### config.mk
export PLATFORM = sky130hd
export DESIGN_NAME = clkgen_top
export DESIGN_NICKNAME = d
export VERILOG_FILES = /design/src/rtl/clkgen_pkg.sv /design/src/rtl/clkgen_cfg_check.sv /design/src/rtl/clkgen_phase_calc.sv /design/src/rtl/clkgen_phase_out.sv /design/src/rtl/clkgen_top.sv
export SDC_FILE = /design/constraint.sdc
export NUM_CORES = 1
export LEC_CHECK = 0
export BUFFER_PORTS_ARGS = -buffer_cell sky130_fd_sc_hd__buf_2
export CELL_PAD_IN_SITES_DETAIL_PLACEMENT = 1
export CELL_PAD_IN_SITES_GLOBAL_PLACEMENT = 2
export CORE_MARGIN = 2
export CORE_UTILIZATION = 35
export DETAILED_ROUTE_END_ITERATION = 12
export HOLD_SLACK_MARGIN = 0.05
export PLACE_DENSITY = 0.71
export SETUP_SLACK_MARGIN = 0.1
export SYNTH_ARGS = -nofsm -noshare
export SYNTH_HDL_FRONTEND = slang
export SYNTH_SLANG_ARGS = --single-unit
### constraint.sdc
create_clock -name clk_ref -period 8.7 [get_ports clk_ref]
set_clock_uncertainty 0.15 [all_clocks]
set_input_delay 1.305 -clock clk_ref [delete_from_list [all_inputs] [get_ports clk_ref]]
set_output_delay 1.305 -clock clk_ref [all_outputs]
set_load 0.02 [all_outputs]
### src/rtl/clkgen_pkg.sv
package clkgen_pkg;

  localparam int PH_W = 3;

  localparam logic [PH_W-1:0] PH_Q0 = 3'd0;
  localparam logic [PH_W-1:0] PH_Q1 = 3'd1;
  localparam logic [PH_W-1:0] PH_Q2 = 3'd4;
  localparam logic [PH_W-1:0] PH_Q3 = 3'd6;

  function automatic logic phase_code_ok(input logic [PH_W-1:0] code);
    return (code == PH_Q0) || (code == PH_Q1) || (code == PH_Q2) || (code == PH_Q3);
  endfunction

  function automatic logic [1:0] phase_quadrant(input logic [PH_W-1:0] code);
    logic [1:0] q;
    case (code)
      PH_Q1:   q = 2'd1;
      PH_Q2:   q = 2'd2;
      PH_Q3:   q = 2'd3;
      default: q = 2'd0;
    endcase
    return q;
  endfunction

endpackage

### src/rtl/clkgen_cfg_check.sv
module clkgen_cfg_check
  import clkgen_pkg::*;
#(
  parameter int FW   = 4,
  parameter int NOUT = 3
) (
  input  logic [NOUT*PH_W+3*FW-1:0] cfg_i,
  output logic                      ok_o
);
  localparam int PER_LSB = NOUT*PH_W;
  localparam int HI_LSB  = PER_LSB + FW;
  localparam int MIR_LSB = HI_LSB + FW;

  logic [NOUT-1:0] code_ok;
  logic [FW-1:0]   per, hi, mir;

  assign per = cfg_i[PER_LSB +: FW];
  assign hi  = cfg_i[HI_LSB  +: FW];
  assign mir = cfg_i[MIR_LSB +: FW];

  for (genvar i = 0; i < NOUT; i++) begin : g_code
    assign code_ok[i] = phase_code_ok(cfg_i[i*PH_W +: PH_W]);
  end

  assign ok_o = (&code_ok) && (hi <= per) && (mir == per);
endmodule

### src/rtl/clkgen_phase_calc.sv
module clkgen_phase_calc #(
  parameter int CW = 5
) (
  input  logic [CW-1:0] n_i,
  input  logic [1:0]    quad_i,
  output logic [CW-1:0] off_o
);
  localparam int XW = CW + 2;

  logic [XW-1:0] n_x, prod, rnd, off_x;

  assign n_x   = {2'b00, n_i};
  assign prod  = n_x * {{CW{1'b0}}, quad_i};
  assign rnd   = (prod + XW'(2)) >> 2;
  assign off_x = (rnd >= n_x) ? (rnd - n_x) : rnd;
  assign off_o = off_x[CW-1:0];
endmodule

### src/rtl/clkgen_phase_out.sv
module clkgen_phase_out #(
  parameter int CW = 5
) (
  input  logic          clk,
  input  logic          rst,
  input  logic [CW-1:0] cnt_i,
  input  logic [CW-1:0] off_i,
  input  logic [CW-1:0] n_i,
  input  logic [CW-1:0] hc_i,
  output logic          q_o
);
  logic [CW-1:0] pos;

  assign pos = (cnt_i >= off_i) ? (cnt_i - off_i) : ((n_i - off_i) + cnt_i);

  always_ff @(posedge clk) begin
    if (rst) q_o <= 1'b0;
    else     q_o <= (pos < hc_i);
  end

  // a high time equal to the period keeps the output high
  a_r10_full_high: assert property (@(posedge clk) disable iff (rst)
    (hc_i == n_i) |=> q_o);
endmodule

### src/rtl/clkgen_top.sv
module clkgen_top
  import clkgen_pkg::*;
#(
  parameter int FW   = 4,
  parameter int NOUT = 3,
  parameter logic [NOUT*PH_W+3*FW-1:0] RST_CFG = 'h62600
) (
  input  logic                      clk_ref,
  input  logic                      rst,
  input  logic [NOUT*PH_W+3*FW-1:0] cfg_word,
  output logic                      cfg_err,
  output logic                      clk_dout,
  output logic                      clk_din,
  output logic                      clk_core
);
  localparam int CW      = FW + 1;
  localparam int PER_LSB = NOUT*PH_W;
  localparam int HI_LSB  = PER_LSB + FW;

  logic [NOUT*PH_W+3*FW-1:0] act_cfg;
  logic [CW-1:0]             cnt, act_n, act_hc;
  logic                      wrap, cfg_ok;
  logic [NOUT-1:0]           ph_q;

  assign act_n  = CW'(act_cfg[PER_LSB +: FW]) + CW'(1);
  assign act_hc = CW'(act_cfg[HI_LSB  +: FW]) + CW'(1);
  assign wrap   = (cnt == act_n - CW'(1));

  clkgen_cfg_check #(.FW(FW), .NOUT(NOUT)) u_check (
    .cfg_i (cfg_word),
    .ok_o  (cfg_ok)
  );

  always_ff @(posedge clk_ref) begin
    if (rst) begin
      cnt     <= '0;
      act_cfg <= RST_CFG;
      cfg_err <= 1'b0;
    end else begin
      cnt     <= wrap ? '0 : cnt + CW'(1);
      cfg_err <= !cfg_ok;
      if (wrap && cfg_ok) act_cfg <= cfg_word;
    end
  end

  for (genvar i = 0; i < NOUT; i++) begin : g_out
    logic [1:0]    quad;
    logic [CW-1:0] off;

    assign quad = phase_quadrant(act_cfg[i*PH_W +: PH_W]);

    clkgen_phase_calc #(.CW(CW)) u_calc (
      .n_i    (act_n),
      .quad_i (quad),
      .off_o  (off)
    );

    clkgen_phase_out #(.CW(CW)) u_out (
      .clk   (clk_ref),
      .rst   (rst),
      .cnt_i (cnt),
      .off_i (off),
      .n_i   (act_n),
      .hc_i  (act_hc),
      .q_o   (ph_q[i])
    );
  end

  assign clk_dout = ph_q[0];
  assign clk_din  = ph_q[1];
  assign clk_core = ph_q[2];

  // the position counter never leaves the active period
  a_r2_cnt_bound: assert property (@(posedge clk_ref) disable iff (rst)
    cnt < act_n);

  // settings never change away from the last cycle of a period
  a_r9_mid_hold: assert property (@(posedge clk_ref) disable iff (rst)
    !wrap |=> $stable(act_cfg));

  // an invalid word at a boundary leaves the settings in force
  a_r6_bad_hold: assert property (@(posedge clk_ref) disable iff (rst)
    (wrap && !cfg_ok) |=> $stable(act_cfg));

  // an invalid word raises the error flag one cycle later
  a_r8_err_follow: assert property (@(posedge clk_ref) disable iff (rst)
    !cfg_ok |=> cfg_err);
endmodule

==> flow_metrics.env, run 1 <==
export IMPL_drt_first_pass_iters=4
export IMPL_hpwl_mm=10.4
export IMPL_ant_nets=0
export IMPL_p_leak_nw=2.39
export IMPL_path_class="reg2reg"
export IMPL_grt_max_degree=31
export IMPL_yosysSeqAreaShare_pct=11.5
export IMPL_synth_fp_nets=670
export IMPL_hp_class="reg2reg"
export IMPL_clk_pin_slew_worst_paths_ns=0.07
export IMPL_grt_setup_unrepaired="no"
export IMPL_post_cts_buffers=0
export IMPL_min_from="act_cfg[2]"
export IMPL_core_sq_um=12600
export IMPL_antenna_found_initial=0
export IMPL_hold_buffers=0
export IMPL_clockBufferDepth=2
export IMPL_pre_cts_ws_ns=1.03
export IMPL_yosys_area_top_type="ha_1"
export IMPL_reg2reg_to="g_out[1].u_out.q_o"
export IMPL_track_usage_pct=18.1
export IMPL_setup_violations_final=0
export IMPL_r2r_start="act_cfg[9]"
export IMPL_cp_end_kind="flop"
export IMPL_cts_root_buf="clkbuf_16"
export IMPL_netlist_area_leader_share_pct=24.3
export IMPL_synthFlopType="dfxtp_1"
export IMPL_worstHoldPathCells=2
export IMPL_wl_mm=12.4
export IMPL_tightestPinTransition_ns=0.910
export IMPL_final_layout_size_suffix_gt1_share_pct=9.09
export IMPL_cts_buffers=3
export IMPL_nNetsFinal=694
export IMPL_drt_iter0_drc=88
export IMPL_r2r_cells=25
export IMPL_die_area_sq_um=13900
export IMPL_grt_pass1_vias=4212
export IMPL_port_buffers=26
export IMPL_synthTopCellsByArea="ha_1, dfxtp_1, fa_1"
export IMPL_start_kind="flop"
export IMPL_die_x_um=118
export IMPL_status="completed"
export IMPL_synthTopCellsByCount="ha_1, inv_1, a21oi_1, nor2_1, xnor2_1"
export IMPL_place_congestion=0.771
export IMPL_grt_pass1_wl_mm=20.7
export IMPL_drcViolationCount=0
export IMPL_die_h_um=118
export IMPL_worstPathArrival_ns=7.74
export IMPL_diodes=0
export IMPL_via_count=3883
export IMPL_setup_tns_ns=0
export IMPL_netlist_area_sq_um=4530
export IMPL_fin_ws_ns=1.01
export IMPL_peakVddDrop_uv=59.9
export IMPL_synth_cell_types=49
export IMPL_max_cap_violations=0
export IMPL_clkLatencyLatePin_ns=0.27
export IMPL_hold_viol=0
export IMPL_htreeDepth=1
export IMPL_crit_fanout=18
export IMPL_synthCells=538
export IMPL_ys_ff_latch=26
export IMPL_cts_repair_resized=0
export IMPL_drv_slew=0
export IMPL_synth_edf_count=0
export IMPL_post_route_period_util_pct=88.4
export IMPL_fmax_mhz=130
export IMPL_power_density_nw_per_um2=86.1
export IMPL_period_needed_ns=7.69
export IMPL_ios=27
export IMPL_utilization_pct=39.3
export IMPL_cts_sinks=26
export IMPL_rows=41
export IMPL_vias_per_cell=5.30
export IMPL_initial_core_util_pct=35.9
export IMPL_wl_per_cell_um=16.9
export IMPL_area_delta_synth_final_pct=9.51
export IMPL_rrSetupSlack_ns=1.01
export IMPL_relSlewSlack_pct=39.3
export IMPL_ys_warn_count=0
export IMPL_worstPathRequired_ns=8.75
export IMPL_cts_tree="yes"
export IMPL_whs_endpoint="act_cfg[2]"
export IMPL_grt_overflow=0
export IMPL_yosysMostFrequentCell="ha_1"
export IMPL_syn_area_per_cell_sq_um=8.41
export IMPL_synthArstFlopShare_pct=0
registers in the layout, summed over array words and instances (netlist names):
register / flops
cnt: 5
act_cfg: 17
g_out.u_out.q_o: 3
cfg_err: 1
how the worst max path moves through the flow:
stage / from / endpoint / depth (start not counted)
3_3_place_gp: act_cfg[9] / g_out[1].u_out.q_o / 25
5_1_grt: act_cfg[9] / g_out[1].u_out.q_o / 25
4_1_cts: act_cfg[9] / g_out[1].u_out.q_o / 25
2_1_floorplan: act_cfg[9] / g_out[1].u_out.q_o / 26
6_report: act_cfg[9] / g_out[1].u_out.q_o / 25
3_5_place_dp: act_cfg[9] / g_out[1].u_out.q_o / 25
worst max-delay path, stage by stage, from the launching register on:
cell	delay, ns
dfxtp_1	0.84
ha_1	0.40
nand3_1	0.50
buf_4	0.36
nor2_1	0.10
ha_1	0.25
ha_1	0.35
xor2_1	0.19
ha_1	0.37
o21a_1	0.15
o21ai_0	0.29
a21oi_1	0.11
nor2_1	0.45
mux2i_1	0.41
fa_1	0.53
fa_1	0.49
a21o_1	0.21
a21oi_1	0.19
xnor2_1	0.15
nand2_1	0.07
o21ai_0	0.13
ha_1	0.29
and4_1	0.21
a211oi_1	0.23
nand2_1	0.08
a21oi_1	0.11
routing by layer:
| metal | global-route usage (%) | wire length, um | vias to the layer above |
|---|---|---|---|
| li1 | - | - | 1957 |
| met1 | 23.1 | 5910 | 1874 |
| met2 | 33.6 | 6120 | 45 |
| met3 | 2.08 | 238 | 7 |
| met4 | 2.11 | 87 | 0 |
| met5 | 0 | 0 | - |
power by group:
| group | total (mW) | switching, mW | internal (mW) |
|---|---|---|---|
| clock network | 0.139 | 0.0471 | 0.0918 |
| logic | 0.155 | 0.0853 | 0.0694 |
| registers | 0.133 | 0.00797 | 0.125 |
| total | 0.427 | 0.140 | 0.287 |
cell families (layout without fill, tap and decap cells):
kind of cell,count (synthesis),after routing,share of synthesized area [%]
flip-flops,26,26,11.5
AND/OR/NAND/NOR,139,139,15.2
adder cells (fa/ha/maj),109,109,33.6
multiplexers,25,25,5.64
buffers and inverters,58,81,5.28
AO/OA/AOI/OAI,126,126,18.1
XOR/XNOR,55,55,10.6
cells in the final DEF (no fill, tap or decap), drive strengths merged, types with 21 or more instances in the layout:
master and instances:
nor2 44, buf 32, dfxtp 26, nand2 34, inv 45, mux2i 21, fa 21, a21oi 45
xnor2 36, ha 88, o21ai 25
cell type report:
cell class	count	area (sq um)
Timing Repair Buffer	32	175
Clock buffer	3	75.1
Clock inverter	1	30.0
Multi-Input combinational cell	454	3770
Tap cell	172	215
Inverter	45	169
Fill cell	1554	7660
Sequential cell	26	520
per-stage QoR:
step / power [mW] / cells / hold WS (ns) / area [sq um]
finish: 0.427 / 733 / 0.337 / 4960
global route: 0.461 / 733 / 0.367 / 4960
CTS: 0.434 / 733 / 0.342 / 4960
detailed placement: 0.291 / 729 / 0.333 / 4850
global placement: 0.286 / 729 / 0.327 / 4850
floorplan: 0.248 / 538 / 0.305 / 4530
Power figures use the tool's default switching activity.
==> run 2: changes to the inputs <==
--- a/config.mk
+++ b/config.mk
@@ -8,8 +8,10 @@
 export BUFFER_PORTS_ARGS = -buffer_cell sky130_fd_sc_hd__buf_2
 export CELL_PAD_IN_SITES_DETAIL_PLACEMENT = 1
 export CELL_PAD_IN_SITES_GLOBAL_PLACEMENT = 2
+export CORE_ASPECT_RATIO = 2
 export CORE_MARGIN = 2
 export CORE_UTILIZATION = 35
+export CTS_CLUSTER_DIAMETER = 40
 export DETAILED_ROUTE_END_ITERATION = 12
 export HOLD_SLACK_MARGIN = 0.05
 export PLACE_DENSITY = 0.71
==> run 2 against run 1 <==
Fmax up 2.6%; core utilization down 0.12 points; sequential power about the same; combinational power about the same; sequential share of layout area about the same; routed wire length up 4.0%; critical path depth up 1; critical endpoint unchanged.
==> flow_metrics.env, run 2 (synthesis gave the netlist of run 1 again) <==
export IMPL_htreeDepth=1
export IMPL_cp_end_kind="flop"
export IMPL_port_buffers=26
export IMPL_grt_setup_unrepaired="no"
export IMPL_setup_violations_final=0
export IMPL_hpwl_mm=11.3
export IMPL_cts_root_buf="clkbuf_16"
export IMPL_fin_ws_ns=1.21
export IMPL_status="completed"
export IMPL_wl_mm=12.9
export IMPL_grtUsageMet2_pct=40.1
export IMPL_post_route_period_util_pct=86.1
export IMPL_wl_per_cell_um=18.0
export IMPL_die_area_sq_um=13900
export IMPL_track_usage_pct=19.4
export IMPL_antenna_found_initial=0
export IMPL_post_cts_buffers=0
export IMPL_rows=58
export IMPL_placed_area_sq_um=4840
export IMPL_placedCellCount=709
export IMPL_stdcell_count=713
export IMPL_max_flop_register="act_cfg"
export IMPL_crit_fanout=15
export IMPL_nFillCells=1561
export IMPL_hp_class="reg2reg"
export IMPL_drv_slew=0
export IMPL_slowest_stage="ha_1"
export IMPL_worstPathArrival_ns=7.54
export IMPL_clkLatencyLatePin_ns=0.27
export IMPL_drt_first_pass_iters=4
export IMPL_crit_top_cell="ha_1"
export IMPL_initial_core_util_pct=35.9
export IMPL_grt_util_met1_pct=18.6
export IMPL_max_stage_delay_ns=0.80
export IMPL_path_class="reg2reg"
export IMPL_multi_input_area_sq_um=3770
export IMPL_grtUsageMet3_pct=1.95
export IMPL_p_leak_nw=2.40
export IMPL_vias_per_cell=5.55
export IMPL_power_density_nw_per_um2=87.6
export IMPL_worstHoldPathCells=2
export IMPL_clk_pin_slew_worst_paths_ns=0.07
export IMPL_core_sq_um=12600
export IMPL_clockBufferDepth=2
export IMPL_via_count=3955
export IMPL_hold_viol=0
export IMPL_cp_buffers_inverters=2
export IMPL_area_delta_synth_final_pct=9.23
export IMPL_setup_tns_ns=0
export IMPL_drcViolationCount=0
export IMPL_nNetsFinal=696
export IMPL_tightestPinTransition_ns=0.910
export IMPL_fmax_mhz=134
export IMPL_grt_max_degree=31
export IMPL_reg_top3="act_cfg x17, cnt x5, g_out.u_out.q_o x3"
export IMPL_cts_repair_resized=0
export IMPL_grt_pass1_vias=4475
export IMPL_die_x_um=84.4
export IMPL_layout_common_cells="ha_1, inv_1, a21oi_1, nor2_1, xnor2_1"
export IMPL_ant_nets=0
export IMPL_relSlewSlack_pct=39.2
export IMPL_pre_cts_ws_ns=1.10
export IMPL_hold_buffers=0
export IMPL_max_cap_violations=0
export IMPL_die_h_um=165
export IMPL_cts_tree="yes"
export IMPL_final_layout_size_suffix_gt1_share_pct=9.41
export IMPL_layout_area_seq_sq_um=520
export IMPL_place_congestion=0.833
export IMPL_peakVddDrop_uv=63.5
export IMPL_crit_cells=26
export IMPL_grt_overflow=0
export IMPL_ios=27
export IMPL_drt_iter0_drc=94
export IMPL_grt_pass1_wl_mm=21.4
export IMPL_cts_buffers=3
export IMPL_final_cell_area_sq_um=4940
export IMPL_r2r_cells=26
export IMPL_diodes=0
export IMPL_start_kind="flop"
export IMPL_crit_family="adder cells"
export IMPL_worstPathRequired_ns=8.75
export IMPL_largest_reg_flops=17
export IMPL_period_needed_ns=7.49
export IMPL_final_common_cell="ha_1"
export IMPL_rrSetupSlack_ns=1.21
export IMPL_busiest_layer="met2"
export IMPL_cts_sinks=26
==> run 2: path summary, 6_finish.rpt <==
check / startpoint / endpoint
min: act_cfg[5] / act_cfg[5]
max reg2reg: act_cfg[10] / g_out[1].u_out.q_o
min reg2reg: act_cfg[5] / act_cfg[5]
max: act_cfg[10] / g_out[1].u_out.q_o
==> run 2: final cells by class <==
cell class,instances,area share (%)
Timing Repair Buffer,34,3.85
Inverter,45,3.42
Clock buffer,3,1.52
Clock inverter,1,0.607
Tap cell,150,3.80
Multi-Input combinational cell,454,76.3
Sequential cell,26,10.5
==> run 2: power by group <==
part	internal, mW	total (mW)	switching (mW)
Sequential	0.125	0.133	0.00778
Clock	0.0919	0.142	0.0498
Combinational	0.0695	0.158	0.0888
==> run 2: metal layers <==
| layer | vias up | routed length (um) |
|---|---|---|
| met4 | 0 | 567 |
| met3 | 34 | 259 |
| met2 | 61 | 7370 |
| li1 | 1958 | - |
| met1 | 1902 | 4650 |
| met5 | - | 0 |
==> run 2: stage by stage <==
step,power [mW],utilization [%],hold WS [ns]
finish,0.433,39.2,0.343
global route,0.459,39.2,0.359
CTS,0.438,39.2,0.339
detailed placement,0.296,38.3,0.328
global placement,0.290,38.3,0.317
floorplan,0.248,-,0.305
==> run 2: worst reg2reg max path: stages, from the launching register on <==
cell and delay (ns):
dfxtp_1 0.37, ha_1 0.80, inv_1 0.13, buf_4 0.21
nor2_1 0.13, ha_1 0.25, ha_1 0.23, fa_1 0.53
ha_1 0.35, nor2b_1 0.14, o21a_1 0.18, o21ai_0 0.30
a21oi_1 0.11, nor2_1 0.42, mux2i_1 0.37, fa_1 0.52
fa_1 0.48, a21o_1 0.21, a21oi_1 0.19, xnor2_1 0.14
nand2_1 0.07, o21ai_0 0.18, ha_1 0.32, and4_1 0.23
a211oi_1 0.23, nand2_1 0.08, a21oi_1 0.11
==> run 3: changes to the inputs <==
==> constraint.sdc (replaced) <==
create_clock -name clk_ref -period 9.25 [get_ports clk_ref]
set_clock_uncertainty 0.15 [all_clocks]
set_input_delay 1.3875 -clock clk_ref [delete_from_list [all_inputs] [get_ports clk_ref]]
set_output_delay 1.3875 -clock clk_ref [all_outputs]
set_load 0.02 [all_outputs]
==> run 3 against run 2 <==
Sequential power shrank 6%; flip-flop and latch count stayed put; global-route usage increased by 0.79 points; power shrank 10%; setup slack improved by 0.24 ns; largest power group unchanged; worst hold slack got worse by 0.0014 ns; design area fell by 0.78%; sequential share of layout area rose by 0.083 points; count of clock-buffer cells in the layout up 1.
==> flow_metrics.env, run 3 (synthesis gave the netlist of run 1 again) <==
export IMPL_grt_setup_unrepaired="no"
export IMPL_die_x_um=84.4
export IMPL_port_buffers=26
export IMPL_ant_nets=0
export IMPL_clockBufferDepth=2
export IMPL_min_from="act_cfg[4]"
export IMPL_die_h_um=165
export IMPL_status="completed"
export IMPL_place_congestion=0.812
export IMPL_layout_common_cells="ha_1, inv_1, a21oi_1, nor2_1, xnor2_1"
export IMPL_drcViolationCount=0
export IMPL_relSlewSlack_pct=36.1
export IMPL_worstPathArrival_ns=7.85
export IMPL_start_kind="flop"
export IMPL_cp_end_kind="flop"
export IMPL_final_cell_area_sq_um=4910
export IMPL_max_flop_register="act_cfg"
export IMPL_placed_area_sq_um=4820
export IMPL_grt_overflow=0
export IMPL_fmax_mhz=128
export IMPL_post_cts_buffers=0
export IMPL_rows=58
export IMPL_grt_max_degree=31
export IMPL_cts_tree="yes"
export IMPL_final_layout_size_suffix_gt1_share_pct=8.93
export IMPL_peakVddDrop_uv=67.6
export IMPL_core_sq_um=12600
export IMPL_wirelength_met1_mm=4.78
export IMPL_track_usage_pct=20.2
export IMPL_largest_reg_flops=17
export IMPL_power_density_nw_per_um2=79.1
export IMPL_wl_per_cell_um=18.9
export IMPL_hold_viol=0
export IMPL_hp_class="reg2reg"
export IMPL_die_area_sq_um=13900
export IMPL_diodes=0
export IMPL_grt_pass1_vias=4534
export IMPL_hold_buffers=0
export IMPL_nNetsFinal=693
export IMPL_cts_buffers=3
export IMPL_whs_endpoint="act_cfg[4]"
export IMPL_grt_pass1_wl_mm=22.3
export IMPL_post_route_period_util_pct=84.3
export IMPL_initial_core_util_pct=35.9
export IMPL_placedCellCount=706
export IMPL_area_delta_synth_final_pct=8.37
export IMPL_max_cap_violations=0
export IMPL_ios=27
export IMPL_cts_sinks=26
export IMPL_r2r_cells=26
export IMPL_vias_per_cell=5.60
export IMPL_clk_pin_slew_worst_paths_ns=0.08
export IMPL_max_stage_delay_ns=0.82
export IMPL_reg2reg_to="g_out[1].u_out.q_o"
export IMPL_hpwl_mm=11.8
export IMPL_drt_iter0_drc=117
export IMPL_setup_violations_final=0
export IMPL_path_class="reg2reg"
export IMPL_reg_top3="act_cfg x17, cnt x5, g_out.u_out.q_o x3"
export IMPL_cts_root_buf="clkbuf_16"
export IMPL_p_leak_nw=2.38
export IMPL_final_common_cell="ha_1"
export IMPL_tightestPinTransition_ns=0.946
export IMPL_crit_top_cell="ha_1"
export IMPL_crit_family="adder cells"
export IMPL_via_count=3973
export IMPL_htreeDepth=1
export IMPL_drt_first_pass_iters=4
export IMPL_crit_fanout=18
export IMPL_drv_slew=0
export IMPL_cts_repair_resized=0
export IMPL_routed_top_layer="met4"
export IMPL_wl_mm=13.5
export IMPL_antenna_found_initial=0
export IMPL_setup_tns_ns=0
export IMPL_cp_buffers_inverters=2
export IMPL_clkLatencyLatePin_ns=0.27
export IMPL_worstPathRequired_ns=9.30
export IMPL_rrSetupSlack_ns=1.45
export IMPL_crit_cells=26
export IMPL_r2r_start="act_cfg[9]"
export IMPL_nFillCells=1556
export IMPL_worstHoldPathCells=2
export IMPL_stdcell_count=710
export IMPL_slowest_stage="dfxtp_1"
export IMPL_dr_wl_met2_mm=8.28
export IMPL_period_needed_ns=7.80
export IMPL_met3WireLength_um=174
-- run 3: changes by cell type in the layout (fill, tap and decap cells not counted) --
cell,previous run,this run
buf_4,8,5
bufinv_16,1,0
clkbuf_8,0,1
-- run 3: power breakdown --
| group | switching, mW | total [mW] | leakage, nW | internal (mW) |
|---|---|---|---|---|
| sequential | 0.00741 | 0.125 | 0.211 | 0.118 |
| combinational | 0.0833 | 0.149 | 2.12 | 0.0653 |
| clock | 0.0473 | 0.114 | 0.0442 | 0.0666 |
| total | 0.138 | 0.388 | 2.38 | 0.250 |
-- run 3: how the worst max path moves through the flow --
stage               start            endpoint  slack [ns]
2_1_floorplan  act_cfg[9]  g_out[1].u_out.q_o        2.64
5_1_grt        act_cfg[9]  g_out[1].u_out.q_o        1.02
6_report       act_cfg[9]  g_out[1].u_out.q_o        1.45
3_5_place_dp   act_cfg[9]  g_out[1].u_out.q_o        1.40
4_1_cts        act_cfg[9]  g_out[1].u_out.q_o        1.38
3_3_place_gp   act_cfg[9]  g_out[1].u_out.q_o        1.65
-- run 3: layer usage --
metal	global-route usage, %	up-vias
li1	-	1952
met2	44.7	44
met1	19.1	1962
met5	0	-
met3	1.25	15
met4	4.69	0
-- run 3: through the flow --
step / power [mW] / utilization, % / hold slack [ns] / setup WS (ns)
floorplan: 0.233 / - / 0.305 / 2.64
global route: 0.417 / 38.9 / 0.368 / 1.02
global placement: 0.273 / 38.1 / 0.320 / 1.65
finish: 0.388 / 38.9 / 0.341 / 1.45
CTS: 0.393 / 38.9 / 0.345 / 1.38
detailed placement: 0.279 / 38.1 / 0.334 / 1.40
-- run 3: final cells by class --
| cell class | count | area (sq um) | area share, % |
|---|---|---|---|
| flip-flops and latches | 26 | 520 | 10.6 |
| inverters | 45 | 169 | 3.44 |
| multi-input cells | 454 | 3770 | 76.9 |
| well taps | 150 | 188 | 3.83 |
| clock buffers | 4 | 88.8 | 1.81 |
| repair buffers | 31 | 168 | 3.42 |
-- run 3: worst reg2reg max path, cell delays in order (launching register included) --
cell and delay (ns):
dfxtp_1 0.82, ha_1 0.35, buf_4 0.22, inv_1 0.32, nor2_1 0.10, ha_1 0.31
ha_1 0.24, fa_1 0.53, ha_1 0.36, nor2b_1 0.14, o21a_1 0.18, o21ai_0 0.28
a21oi_1 0.13, nor2_1 0.44, mux2i_1 0.36, fa_1 0.52, fa_1 0.48, a21o_1 0.20
a21oi_1 0.20, xnor2_1 0.15, nand2_1 0.06, o21ai_0 0.17, ha_1 0.32, and4_1 0.23
a211oi_1 0.23, nand2_1 0.08, a21oi_1 0.12
